**src/rtl/sms_pkg.sv**
```systemverilog
package sms_pkg;
   typedef enum logic {
      CLK_SRC_INT = 1'b0,
      CLK_SRC_EXT = 1'b1
   } clk_src_e;
endpackage

```
**src/rtl/sms_sync.sv**
```systemverilog
// Brings an asynchronous level into the clock domain and makes a one-cycle
// pulse, either on rising edges only or on both edges.
module sms_sync #(
   parameter int STAGES   = 2,
   parameter bit ANY_EDGE = 1'b0
) (
   input  logic clk,
   input  logic rst_n,
   input  logic async_i,
   output logic level_o,
   output logic pulse_o
);
   if (STAGES < 2) begin : g_bad_stages
      $error("sms_sync: STAGES must be at least 2");
   end

   logic [STAGES-1:0] chain_q;
   logic              prev_q;

   always_ff @(posedge clk or negedge rst_n) begin
      if (!rst_n) begin
         chain_q <= '0;
         prev_q  <= 1'b0;
      end else begin
         chain_q <= {chain_q[STAGES-2:0], async_i};
         prev_q  <= chain_q[STAGES-1];
      end
   end

   assign level_o = chain_q[STAGES-1];

   if (ANY_EDGE) begin : g_toggle
      assign pulse_o = level_o ^ prev_q;
   end else begin : g_rise
      assign pulse_o = level_o & ~prev_q;
   end
endmodule

```
**src/rtl/sms_edge_count.sv**
```systemverilog
// Counts pin edges within one frame-sync half and holds at the limit.
module sms_edge_count #(
   parameter int THRESH = 16,
   localparam int CW    = $clog2(THRESH + 1)
) (
   input  logic          clk,
   input  logic          rst_n,
   input  logic          clear_i,
   input  logic          inc_i,
   output logic [CW-1:0] cnt_o,
   output logic          full_o
);
   if (THRESH < 1) begin : g_bad_thresh
      $error("sms_edge_count: THRESH must be at least 1");
   end

   logic [CW-1:0] cnt_q;

   always_ff @(posedge clk or negedge rst_n) begin
      if (!rst_n) begin
         cnt_q <= '0;
      end else if (clear_i) begin
         cnt_q <= '0;
      end else if (inc_i && (cnt_q != CW'(THRESH))) begin
         cnt_q <= cnt_q + 1'b1;
      end
   end

   assign cnt_o  = cnt_q;
   assign full_o = (cnt_q == CW'(THRESH));
endmodule

```
**src/rtl/sms_idle_timer.sv**
```systemverilog
// Counts frame-sync rising edges since the last pin edge. It reports expiry on
// the edge that would go past FRAMES.
module sms_idle_timer #(
   parameter int FRAMES = 2,
   localparam int IW    = $clog2(FRAMES + 1)
) (
   input  logic          clk,
   input  logic          rst_n,
   input  logic          frame_i,
   input  logic          activity_i,
   output logic [IW-1:0] cnt_o,
   output logic          expire_o
);
   if (FRAMES < 1) begin : g_bad_frames
      $error("sms_idle_timer: FRAMES must be at least 1");
   end

   logic [IW-1:0] cnt_q;

   always_ff @(posedge clk or negedge rst_n) begin
      if (!rst_n) begin
         cnt_q <= '0;
      end else if (activity_i) begin
         cnt_q <= '0;
      end else if (frame_i && (cnt_q != IW'(FRAMES))) begin
         cnt_q <= cnt_q + 1'b1;
      end
   end

   assign cnt_o    = cnt_q;
   assign expire_o = frame_i & ~activity_i & (cnt_q == IW'(FRAMES));
endmodule

```
**src/rtl/sclk_mode_select.sv**
```systemverilog
module sclk_mode_select
   import sms_pkg::*;
#(
   parameter int SYNC_STAGES = 2,
   parameter int EDGE_THRESH = 16,
   parameter int IDLE_FRAMES = 2,
   localparam int CW = $clog2(EDGE_THRESH + 1),
   localparam int IW = $clog2(IDLE_FRAMES + 1)
) (
   input  logic clk,
   input  logic rst_n,
   input  logic dual_pin_i,
   input  logic frame_sync_i,
   input  logic int_tick_i,
   output logic ext_mode_o,
   output logic deemph_en_o,
   output logic bit_tick_o
);
   logic          pin_lvl;
   logic          pin_rise;
   logic          fs_lvl;
   logic          fs_edge;
   logic          fs_rise;
   logic [CW-1:0] edge_cnt;
   logic          cnt_full;
   logic [IW-1:0] idle_cnt;
   logic          idle_expire;
   clk_src_e      src_q;

   sms_sync #(.STAGES(SYNC_STAGES), .ANY_EDGE(1'b0)) u_pin_sync (
      .clk     (clk),
      .rst_n   (rst_n),
      .async_i (dual_pin_i),
      .level_o (pin_lvl),
      .pulse_o (pin_rise)
   );

   sms_sync #(.STAGES(SYNC_STAGES), .ANY_EDGE(1'b1)) u_fs_sync (
      .clk     (clk),
      .rst_n   (rst_n),
      .async_i (frame_sync_i),
      .level_o (fs_lvl),
      .pulse_o (fs_edge)
   );

   assign fs_rise = fs_edge & fs_lvl;

   sms_edge_count #(.THRESH(EDGE_THRESH)) u_edge_cnt (
      .clk     (clk),
      .rst_n   (rst_n),
      .clear_i (fs_edge),
      .inc_i   (pin_rise),
      .cnt_o   (edge_cnt),
      .full_o  (cnt_full)
   );

   sms_idle_timer #(.FRAMES(IDLE_FRAMES)) u_idle (
      .clk        (clk),
      .rst_n      (rst_n),
      .frame_i    (fs_rise),
      .activity_i (pin_rise),
      .cnt_o      (idle_cnt),
      .expire_o   (idle_expire)
   );

   // The source only changes on a frame-sync transition. Entry takes priority.
   always_ff @(posedge clk or negedge rst_n) begin
      if (!rst_n) begin
         src_q <= CLK_SRC_INT;
      end else if (fs_edge && cnt_full) begin
         src_q <= CLK_SRC_EXT;
      end else if ((src_q == CLK_SRC_EXT) && idle_expire) begin
         src_q <= CLK_SRC_INT;
      end
   end

   assign ext_mode_o  = (src_q == CLK_SRC_EXT);
   assign deemph_en_o = (src_q == CLK_SRC_INT) & pin_lvl;
   assign bit_tick_o  = (src_q == CLK_SRC_EXT) ? pin_rise : int_tick_i;
endmodule

```
**config.mk**
```make
export PLATFORM = sky130hd
export DESIGN_NAME = sclk_mode_select
export DESIGN_NICKNAME = d
export VERILOG_FILES = /design/src/rtl/sms_pkg.sv /design/src/rtl/sms_sync.sv /design/src/rtl/sms_edge_count.sv /design/src/rtl/sms_idle_timer.sv /design/src/rtl/sclk_mode_select.sv
export SDC_FILE = /design/constraint.sdc
export NUM_CORES = 1
export LEC_CHECK = 0
export ABC_CLOCK_PERIOD_IN_PS = 1300
export BUFFER_PORTS_ARGS = -buffer_cell sky130_fd_sc_hd__clkbuf_2
export CORE_MARGIN = 4
export CORE_UTILIZATION = 45
export DETAILED_ROUTE_END_ITERATION = 8
export GPL_TIMING_DRIVEN = 0
export PLACE_DENSITY_LB_ADDON = 0.3
export SYNTH_ARGS = -nofsm -noshare
export SYNTH_HDL_FRONTEND = slang
export SYNTH_SLANG_ARGS = --single-unit
export TNS_END_PERCENT = 100
```
**constraint.sdc**
```tcl
create_clock -name clk -period 1.3 [get_ports clk]
set_clock_uncertainty 0.2 [all_clocks]
set_input_delay 0.13 -clock clk [delete_from_list [all_inputs] [get_ports clk]]
set_output_delay 0.13 -clock clk [all_outputs]
set_load 0.005 [all_outputs]
```
Word level (Yosys, flattened, before mapping)
Index checks and enable logic that the tools add are counted.
{ "word_totals": {"reg_bits": 14, "latchBits": 0, "ram_bits": 0, "mem_bits_ro": 0, "inputBits": 5, "output_inout_bits": 3, "elab_cells": 36, "n_memories": 0} }
{ "op_classes": {"add_sub_neg": 2, "n_mul": 0, "n_div": 0, "magnitude_cmp": 0, "n_eq_ne": 4, "n_shift": 0, "n_mux": 7, "bitwise": 9, "reduce_logical": 7} }
{ "ops": {"columns": ["cell", "n"], "rows": [
  ["$mux 5", 2],
  ["$reduce_bool 2->1", 3],
  ["$add 5x1->5 const B", 1],
  ["$and 1x1->1", 5],
  ["$eq 5x5->1 const B", 1],
  ["$ne 5x5->1 const B", 1],
  ["$logic_and 1x1->1", 4],
  ["$mux 2", 2],
  ["$mux 1", 3],
  ["$not 1->1", 3],
  ["$add 2x1->2 const B", 1],
  ["$eq 2x2->1 const B", 1],
  ["$ne 2x2->1 const B", 1],
  ["$xor 1x1->1", 1]
]} }

Depth between registers and ports, before layout
Gate-level depths: netlist of run 1.
{ "logic_depth": {"depth_word": 8, "depth_mapped": 5, "ltp_nobuf": 5} }

Modules after synthesis
A second synthesis of run 1 with hierarchy kept.
{ "unflattened": {"cells_unflattened": 55, "area_unflattened_um2": 658.1} }
{ "by_module_without_submodules": {"columns": ["mod", "instances", "cells_each", "area_per_inst_um2", "seq_area_each_um2"], "rows": [
  ["sms_edge_count", 1, 27, 280.3, 125.1],
  ["sms_idle_timer", 1, 13, 137.6, 50.0],
  ["sms_sync (u_pin_sync)", 1, 4, 88.8, 75.1],
  ["sms_sync (u_fs_sync)", 1, 4, 83.8, 75.1],
  ["sclk_mode_select", 1, 7, 67.6, 25.0]
]} }

Worst setup path after synthesis of run 1
Ideal clock, no wire load.
{ "synth_path": {"kind": "register to register", "start": "register u_edge_cnt.cnt_q[0], in the netlist u_edge_cnt.cnt_o[0]", "end": "register u_edge_cnt.cnt_q[4], in the netlist u_edge_cnt.cnt_o[4]", "setup_time_ns": 0.123, "arrival_ns": 1.038, "required_ns": 0.977, "setup_slack_ns": -0.060, "stages_incl_launch_ff": 5, "path_buffers": 0, "period_less_slack_ns": 1.360, "cell_sequence": "dfrtp_1 -> ha_1 -> and3b_1 -> and3_1 -> mux2i_1"} }
{ "synth_via": {"elab_chain_len": 3, "word_cells_on_any_way": 6, "cone_classes": "add/sub: 1; eq/ne: 1; mux: 2; reduce/logical: 2"} }
{ "synth_lines": {"columns": ["item", "line", "text"], "rows": [
  ["start, declared", "sms_edge_count.sv:17", "logic [CW-1:0] cnt_q;"],
  ["start signal, assigned", "sms_edge_count.sv:25", "cnt_q <= cnt_q + 1'b1;"],
  ["$add 5x1->5 / $ne 5x5->1 (equally long branches)", "sms_edge_count.sv:25, sms_edge_count.sv:24", null],
  ["$mux 5 / $logic_and 1x1->1 (equally long branches)", "sms_edge_count.sv:24", "end else if (inc_i && (cnt_q != CW'(THRESH))) begin"],
  ["$mux 5 / $reduce_bool 2->1 (equally long branches)", null, null]
]} }
Parallel ways exist; a longest one is shown, timed or not. The select of a mux whose other input is x is not followed.
A chain may end at the register's enable or synchronous reset.

Worst setup path in the final report of run 1
{ "layout_path": {"start": "register u_pin_sync.chain_q[1]", "end": "output bit_tick_o"} }
{ "layout_via": {"elab_chain_len": 2} }
{ "layout_lines": {"columns": ["item", "line", "text"], "rows": [
  ["start, declared", "sms_sync.sv:17", "logic [STAGES-1:0] chain_q;"],
  ["start signal, assigned", "sms_sync.sv:25", "chain_q <= {chain_q[STAGES-2:0], async_i};"],
  ["$and 1x1->1", "sms_sync.sv:35", "assign pulse_o = level_o & ~prev_q;"],
  ["$mux 1", "sclk_mode_select.sv:79", "assign bit_tick_o = (src_q == CLK_SRC_EXT) ? pin_rise : int_tick_i;"],
  ["end, declared", "sclk_mode_select.sv:17", "output logic bit_tick_o"]
]} }
No other way between the ends.

==> results.sh, run 1 <==
export IMPL_start_kind="flop"
export IMPL_place_congestion=0.789
export IMPL_r2r_worst_path_cells=4
export IMPL_arrival_ns=1.21
export IMPL_power_density_mw_per_mm2=1060
export IMPL_path_class="reg2out"
export IMPL_relSlewSlack_pct=77.8
export IMPL_start_util_pct=48.9
export IMPL_synth_cell_types=20
export IMPL_fp_dieH_um=45.8
export IMPL_syn_area_um2=644
export IMPL_slowest_stage="dfrtp_1"
export IMPL_io_buffers=7
export IMPL_fin_crit_ns=1.54
export IMPL_antennaDiodeCount=0
export IMPL_first_pass_iters=4
export IMPL_drive_gt1_share_pct=51.9
export IMPL_fin_nets=89
export IMPL_period_share_pct=118
export IMPL_rsz0062_at_grt="true"
export IMPL_die_w_um=45.8
export IMPL_htreeDepth=1
export IMPL_synth_avg_cell_area_um2=11.5
export IMPL_grt_pass1_wl_um=2040
export IMPL_hold_ws_ns=0.0791
export IMPL_crit_path_end_kind="primary output"
export IMPL_ant_nets=0
export IMPL_viasPerCell=5.14
export IMPL_slew_viol_final=0
export IMPL_layout_commonest_cell="dfrtp_1"
export IMPL_cts_buffers=3
export IMPL_outcome="finished with violations"
export IMPL_grt_antenna_before_repair=0
export IMPL_failed_checks="setup timing"
export IMPL_crit_fanout=2
export IMPL_tightest_slew_ns=0.334
export IMPL_ys_seq_elements=14
export IMPL_syn_nets=65
export IMPL_drc=0
export IMPL_crit_chain="and2b_2 > mux2_4 > clkbuf_2"
export IMPL_drtIter0Drc=8
export IMPL_clock_latency_ns=0.28
export IMPL_drt_wirelength_per_cell_um=13.9
export IMPL_ctsLongestPathBuffers=2
export IMPL_power_uw=993
export IMPL_routed_wl_um=1310
export IMPL_finalInstanceArea_um2=936
export IMPL_finalHoldViolations=0
export IMPL_vias=483
export IMPL_die_area_mm2=0.00210
export IMPL_fin_ws_ns=-0.240
export IMPL_grt_pass1_vias=481
export IMPL_setup_violations=6
export IMPL_synth_seq_area_share_pct=54.4
export IMPL_synth_warning_count=0
export IMPL_ir_drop_uv=845
export IMPL_synth_cells=56
export IMPL_max_freq_mhz=649
export IMPL_cp_data_required_time_ns=0.97
export IMPL_drv_cap=0
export IMPL_cts_tree="built"
export IMPL_critPathMaxStageDelay_ns=0.38
export IMPL_dp_hpwl_um=739
export IMPL_mostFrequentLayoutCells="dfrtp_1, nand2_1, clkbuf_2"
export IMPL_synthToLayoutAreaGrowth_pct=45.2
export IMPL_clkTransAtPathRegs_ns=0.09
export IMPL_cts_root_buf="clkbuf_4"
export IMPL_min_path_type="in2async"
export IMPL_track_usage_pct=13.9
export IMPL_grt_ovfl_total=0
export IMPL_leakage_nw=0.434
export IMPL_cts_sinks=14
export IMPL_fp_row_count=13
export IMPL_core_area_mm2=0.00132
export IMPL_placed_area_um2=701
export IMPL_ioPinCount=8
export IMPL_grt_max_degree=15
stage by stage:
| stage | utilization [%] | std cells | setup TNS, ns | setup slack (ns) |
|---|---|---|---|---|
| after detailed placement | 53.2 | 78 | -0.588 | -0.129 |
| final | 71.0 | 94 | -0.673 | -0.240 |
| after global placement | 53.2 | 78 | -0.370 | -0.118 |
| after floorplan | - | 56 | -0.0795 | -0.0326 |
| after global routing | 71.0 | 94 | -1.16 | -0.271 |
| after CTS | 65.7 | 90 | -0.533 | -0.242 |
per-layer routing:
metal	global-route usage, %	routed length [um]
met5	0	0
met4	7.95	29
met3	3.56	47
met2	23.1	644
met1	15.9	584
flip-flops by register name, summed over array words and instances (netlist names):
register / count
u_idle.cnt_o: 2
u_fs_sync.chain_q: 2
u_pin_sync.chain_q: 2
ext_mode_o: 1
u_edge_cnt.cnt_o: 5
u_fs_sync.prev_q: 1
u_pin_sync.prev_q: 1
cell type report:
class / count / area [um^2]
fillers: 91 / 382
multi-input cells: 37 / 360
flip-flops and latches: 14 / 350
repair buffers: 19 / 144
clock buffers: 4 / 36.3
well taps: 15 / 18.8
inverters: 4 / 15.0
plain buffers: 1 / 11.3
where the power goes:
part	switching, mW	internal, mW	total [mW]
registers	0.0185	0.461	0.479
logic	0.0895	0.115	0.204
clock network	0.139	0.170	0.309
total	0.247	0.745	0.993
worst max-delay path: cells and delay by family, from the launching register on:
family / cells / cell delay [ns]
DFF: 1 / 0.38
buffers and inverters: 1 / 0.11
and+or+nand+nor: 1 / 0.20
muxes: 1 / 0.25
cell families after synthesis:
logic type / count (synthesis) / synth area share, %
AO/OA/AOI/OAI: 6 / 4.66
buffers and inverters: 5 / 3.11
multiplexers: 4 / 6.41
AND/OR/NAND/NOR: 23 / 23.7
adder cells (fa/ha/maj): 4 / 7.77
flip-flops: 14 / 54.4
worst paths after layout:
check,from,to,slack [ns]
min,rst_n,u_edge_cnt.cnt_o[3]$_DFFE_PN0P_,0.08
min in group clk,u_fs_sync.chain_q[0]$_DFF_PN0_,u_fs_sync.chain_q[1]$_DFF_PN0_,0.15
max,u_pin_sync.chain_q[1]$_DFF_PN0_,bit_tick_o,-0.24
max in group asynchronous,rst_n,u_edge_cnt.cnt_o[4]$_DFFE_PN0P_,0.57
max reg2reg,u_edge_cnt.cnt_o[0]$_DFFE_PN0P_,u_edge_cnt.cnt_o[4]$_DFFE_PN0P_,-0.12
min reg2reg,u_fs_sync.chain_q[0]$_DFF_PN0_,u_fs_sync.chain_q[1]$_DFF_PN0_,0.15
Yosys cell counts:
cell type,count,share of area (%)
nand4bb_4,1,4.3
and2b_1,1,1.2
ha_1,4,7.8
o21ai_0,4,3.1
nand2_1,8,4.7
nor3b_1,1,1.2
and3b_1,1,1.4
a21oi_1,2,1.6
nand4_1,2,1.9
buf_2,1,0.78
nand2b_1,4,3.9
mux2i_1,3,4.7
inv_1,4,2.3
and2_4,1,1.4
mux2_2,1,1.7
nor2_1,1,0.58
dfrtp_1,14,54
and3_1,1,0.97
nor2b_1,1,0.97
nand4b_1,1,1.4
repair_timing:
item                       CTS  global route
setup endpoints to repair    9            10
pin swaps                    6            11
hold buffers                 3             0
resized for setup           18            11
setup buffers                4             5
gates cloned                 1             0
hold endpoints to repair    16             0
(Power assumes the default switching activity.)
==> inputs of run 2 (changes only) <==
--- a/config.mk
+++ b/config.mk
@@ -5,10 +5,12 @@
 export SDC_FILE = /design/constraint.sdc
 export NUM_CORES = 1
 export LEC_CHECK = 0
+export ABC_AREA = 1
 export ABC_CLOCK_PERIOD_IN_PS = 1300
 export BUFFER_PORTS_ARGS = -buffer_cell sky130_fd_sc_hd__clkbuf_2
 export CORE_MARGIN = 4
 export CORE_UTILIZATION = 45
+export CTS_CLUSTER_DIAMETER = 30
 export DETAILED_ROUTE_END_ITERATION = 8
 export GPL_TIMING_DRIVEN = 0
 export PLACE_DENSITY_LB_ADDON = 0.3
==> run 2 against run 1 <==
The flow still finishes with violations (setup timing). Routed wire length is 6.0% higher. Global-route usage rose by 0.36 points. Clock power about the same. Sequential cell count stayed put. Hold slack about the same. Non-clock buffer count increased by 5. Fmax grew 9.0%. Critical path type is now reg2reg. Critical endpoint is now u_edge_cnt.cnt_o[0]$_DFFE_PN0P_. Highest routed layer unchanged.
==> results.sh, run 2 <==
export IMPL_cp_top_family="flip-flops"
export IMPL_grt_pass1_vias=556
export IMPL_drc=0
export IMPL_fp_dieH_um=47.1
export IMPL_cp_buffers_inverters=3
export IMPL_synthFlopType="dfrtp_1"
export IMPL_drt_wirelength_per_cell_um=11.6
export IMPL_cp_data_required_time_ns=1.27
export IMPL_die_w_um=47.1
export IMPL_vias=586
export IMPL_mostFrequentLayoutCells="dfrtp_1, nand2_1, buf_4"
export IMPL_dp_hpwl_um=781
export IMPL_finalHoldViolations=0
export IMPL_drive_gt1_share_pct=50.0
export IMPL_met2_usage_pct=23.6
export IMPL_grt_most_used_layer="met2"
export IMPL_leakage_nw=0.503
export IMPL_period_share_pct=109
export IMPL_failed_checks="setup timing"
export IMPL_multi_input_area_um2=358
export IMPL_crit_chain="inv_2 > ha_4 > nand2_2 > inv_2 > nand2_4 > nand2_8 > inv_8 > nand3_2 > nand2_2"
export IMPL_ctsLongestPathBuffers=2
export IMPL_crit_fanout=7
export IMPL_cts_tree="built"
export IMPL_critPathMaxStageDelay_ns=0.43
export IMPL_relSlewSlack_pct=77.2
export IMPL_synth_area_leader_cell="dfrtp_1"
export IMPL_place_congestion=0.728
export IMPL_synth_warning_count=0
export IMPL_syn_area_um2=689
export IMPL_path_class="reg2reg"
export IMPL_track_usage_pct=14.3
export IMPL_drtIter0Drc=6
export IMPL_ir_drop_uv=895
export IMPL_ys_async_sr_fraction_pct=100
export IMPL_stdcell_count=119
export IMPL_crit_path_end_kind="flop"
export IMPL_hold_ws_ns=0.0795
export IMPL_core_area_mm2=0.00137
export IMPL_cts_sinks=14
export IMPL_synthToLayoutAreaGrowth_pct=48.3
export IMPL_met3_usage_pct=3.45
export IMPL_ioPinCount=8
export IMPL_clkTransAtPathRegs_ns=0.09
export IMPL_power_density_mw_per_mm2=972
export IMPL_fin_crit_ns=1.41
export IMPL_synth_avg_cell_area_um2=8.95
export IMPL_drv_cap=0
export IMPL_dp_slack_ns=-0.122
export IMPL_synth_cell_types=20
export IMPL_fin_ws_ns=-0.112
export IMPL_clock_latency_ns=0.27
export IMPL_tightest_slew_ns=0.342
export IMPL_yosys_top_cells_count="nand2_1, dfrtp_1, inv_1, nand3_1, ha_1"
export IMPL_synth_cells=77
export IMPL_cts_root_buf="clkbuf_4"
export IMPL_fillers=92
export IMPL_ant_nets=0
export IMPL_final_core_util_pct=74.8
export IMPL_viasPerCell=4.92
export IMPL_max_freq_mhz=708
export IMPL_grt_util_met1_pct=16.7
export IMPL_htreeDepth=1
export IMPL_grt_ovfl_total=0
export IMPL_first_pass_iters=4
export IMPL_regArea_um2=350
export IMPL_rsz0062_at_grt="true"
export IMPL_fp_row_count=13
export IMPL_fin_nets=114
export IMPL_dp_cells=99
export IMPL_synth_seq_area_share_pct=50.8
export IMPL_finalInstanceArea_mm2=0.00102
export IMPL_yosysMostFrequentCell="nand2_1"
export IMPL_layout_commonest_cell="dfrtp_1"
export IMPL_outcome="finished with violations"
export IMPL_largest_reg_flops=5
export IMPL_start_kind="flop"
export IMPL_slew_viol_final=0
export IMPL_antennaDiodeCount=0
export IMPL_cts_buffers=3
export IMPL_synth_edf_count=0
export IMPL_syn_nets=86
export IMPL_placed_area_um2=743
export IMPL_setup_violations=8
export IMPL_grt_pass1_wl_um=2170
export IMPL_grt_max_degree=15
export IMPL_min_path_type="in2async"
export IMPL_start_util_pct=50.5
export IMPL_ys_seq_elements=14
export IMPL_grt_antenna_before_repair=0
export IMPL_synth_area_leaders="dfrtp_1, nand3_1, nand2_1, ha_1, inv_1"
export IMPL_routed_wl_um=1380
export IMPL_synth_top_area_share_pct=50.8
export IMPL_slowest_stage="dfrtp_1"
export IMPL_io_buffers=7
export IMPL_arrival_ns=1.38
export IMPL_die_area_mm2=0.00222
run 2: changes by cell type after synthesis, moves of 3 or more:
cell      before  now
nand3_1        0   12
inv_1          4   12
nand2_1        8   15
nand2b_1       4    0
mux2i_1        3    0
o21ai_0        4    1
o21ai_1        0    3
run 2: power breakdown:
part	total, mW	leakage (nW)	switching (mW)	internal [mW]
clock network	0.307	0.0210	0.137	0.170
registers	0.482	0.179	0.0188	0.463
logic	0.205	0.303	0.102	0.103
total	0.994	0.503	0.258	0.736
run 2: cell type report:
cell class / instances / share of cell area, %
Clock buffer: 4 / 3.55
Multi-Input combinational cell: 46 / 35.0
Buffer: 2 / 2.45
Sequential cell: 14 / 34.3
Tap cell: 15 / 1.84
Timing Repair Buffer: 23 / 16.6
Inverter: 15 / 6.24
run 2: worst register-to-register path: cells and delay by family (launching register included):
kind                     cells  cell delay (ns)
adder cells (fa/ha/maj)      1             0.13
buffers and inverters        3             0.22
flip-flops                   1             0.43
AND/OR/NAND/NOR              5             0.33
run 2: kinds of logic (layout without fill, tap and decap cells):
logic type | count (synthesis) | after routing | synth area share, %
buffers and inverters | 17 | 44 | 11.3
DFF | 14 | 14 | 50.8
and+or+nand+nor | 36 | 36 | 25.6
adders and majority gates | 4 | 4 | 7.26
xor gates and xnor gates | 1 | 1 | 1.27
AOI/OAI and AO/OA | 5 | 5 | 3.81
run 2: stage by stage:
stage	power, mW	setup TNS, ns
global placement	0.592	-0.476
floorplan	0.562	-0.0139
detailed placement	0.599	-0.593
global route	1.05	-1.05
finish	0.994	-0.643
CTS	0.976	-0.431
run 2: routing by layer:
layer	share of wire, %	up-vias
met5	0	-
met4	1.1	0
met3	4.5	2
met2	50	11
met1	44	276
li1	-	297
run 2: final timing paths:
| check | endpoint | start | cells after the start | slack, ns |
|---|---|---|---|---|
| max | u_edge_cnt.cnt_o[0]$_DFFE_PN0P_ | u_edge_cnt.cnt_o[0]$_DFFE_PN0P_ | 9 | -0.11 |
| min | u_edge_cnt.cnt_o[1]$_DFFE_PN0P_ | rst_n | 2 | 0.08 |
| max reg2reg | u_edge_cnt.cnt_o[0]$_DFFE_PN0P_ | u_edge_cnt.cnt_o[0]$_DFFE_PN0P_ | 9 | -0.11 |
| min reg2reg | u_pin_sync.chain_q[1]$_DFF_PN0_ | u_pin_sync.chain_q[0]$_DFF_PN0_ | 0 | 0.16 |
| max in group asynchronous | u_idle.cnt_o[1]$_DFFE_PN0P_ | rst_n | 2 | 0.56 |
| min in group clk | u_pin_sync.chain_q[1]$_DFF_PN0_ | u_pin_sync.chain_q[0]$_DFF_PN0_ | 0 | 0.16 |
run 2: timing repair:
action / 4_1_cts / 5_1_grt
setup endpoints to repair: 7 / 10
hold buffers: 3 / 0
gates cloned: 0 / 0
resized for setup: 14 / 17
setup buffers: 12 / 1
pin swaps: 8 / 11
hold endpoints to repair: 16 / 0
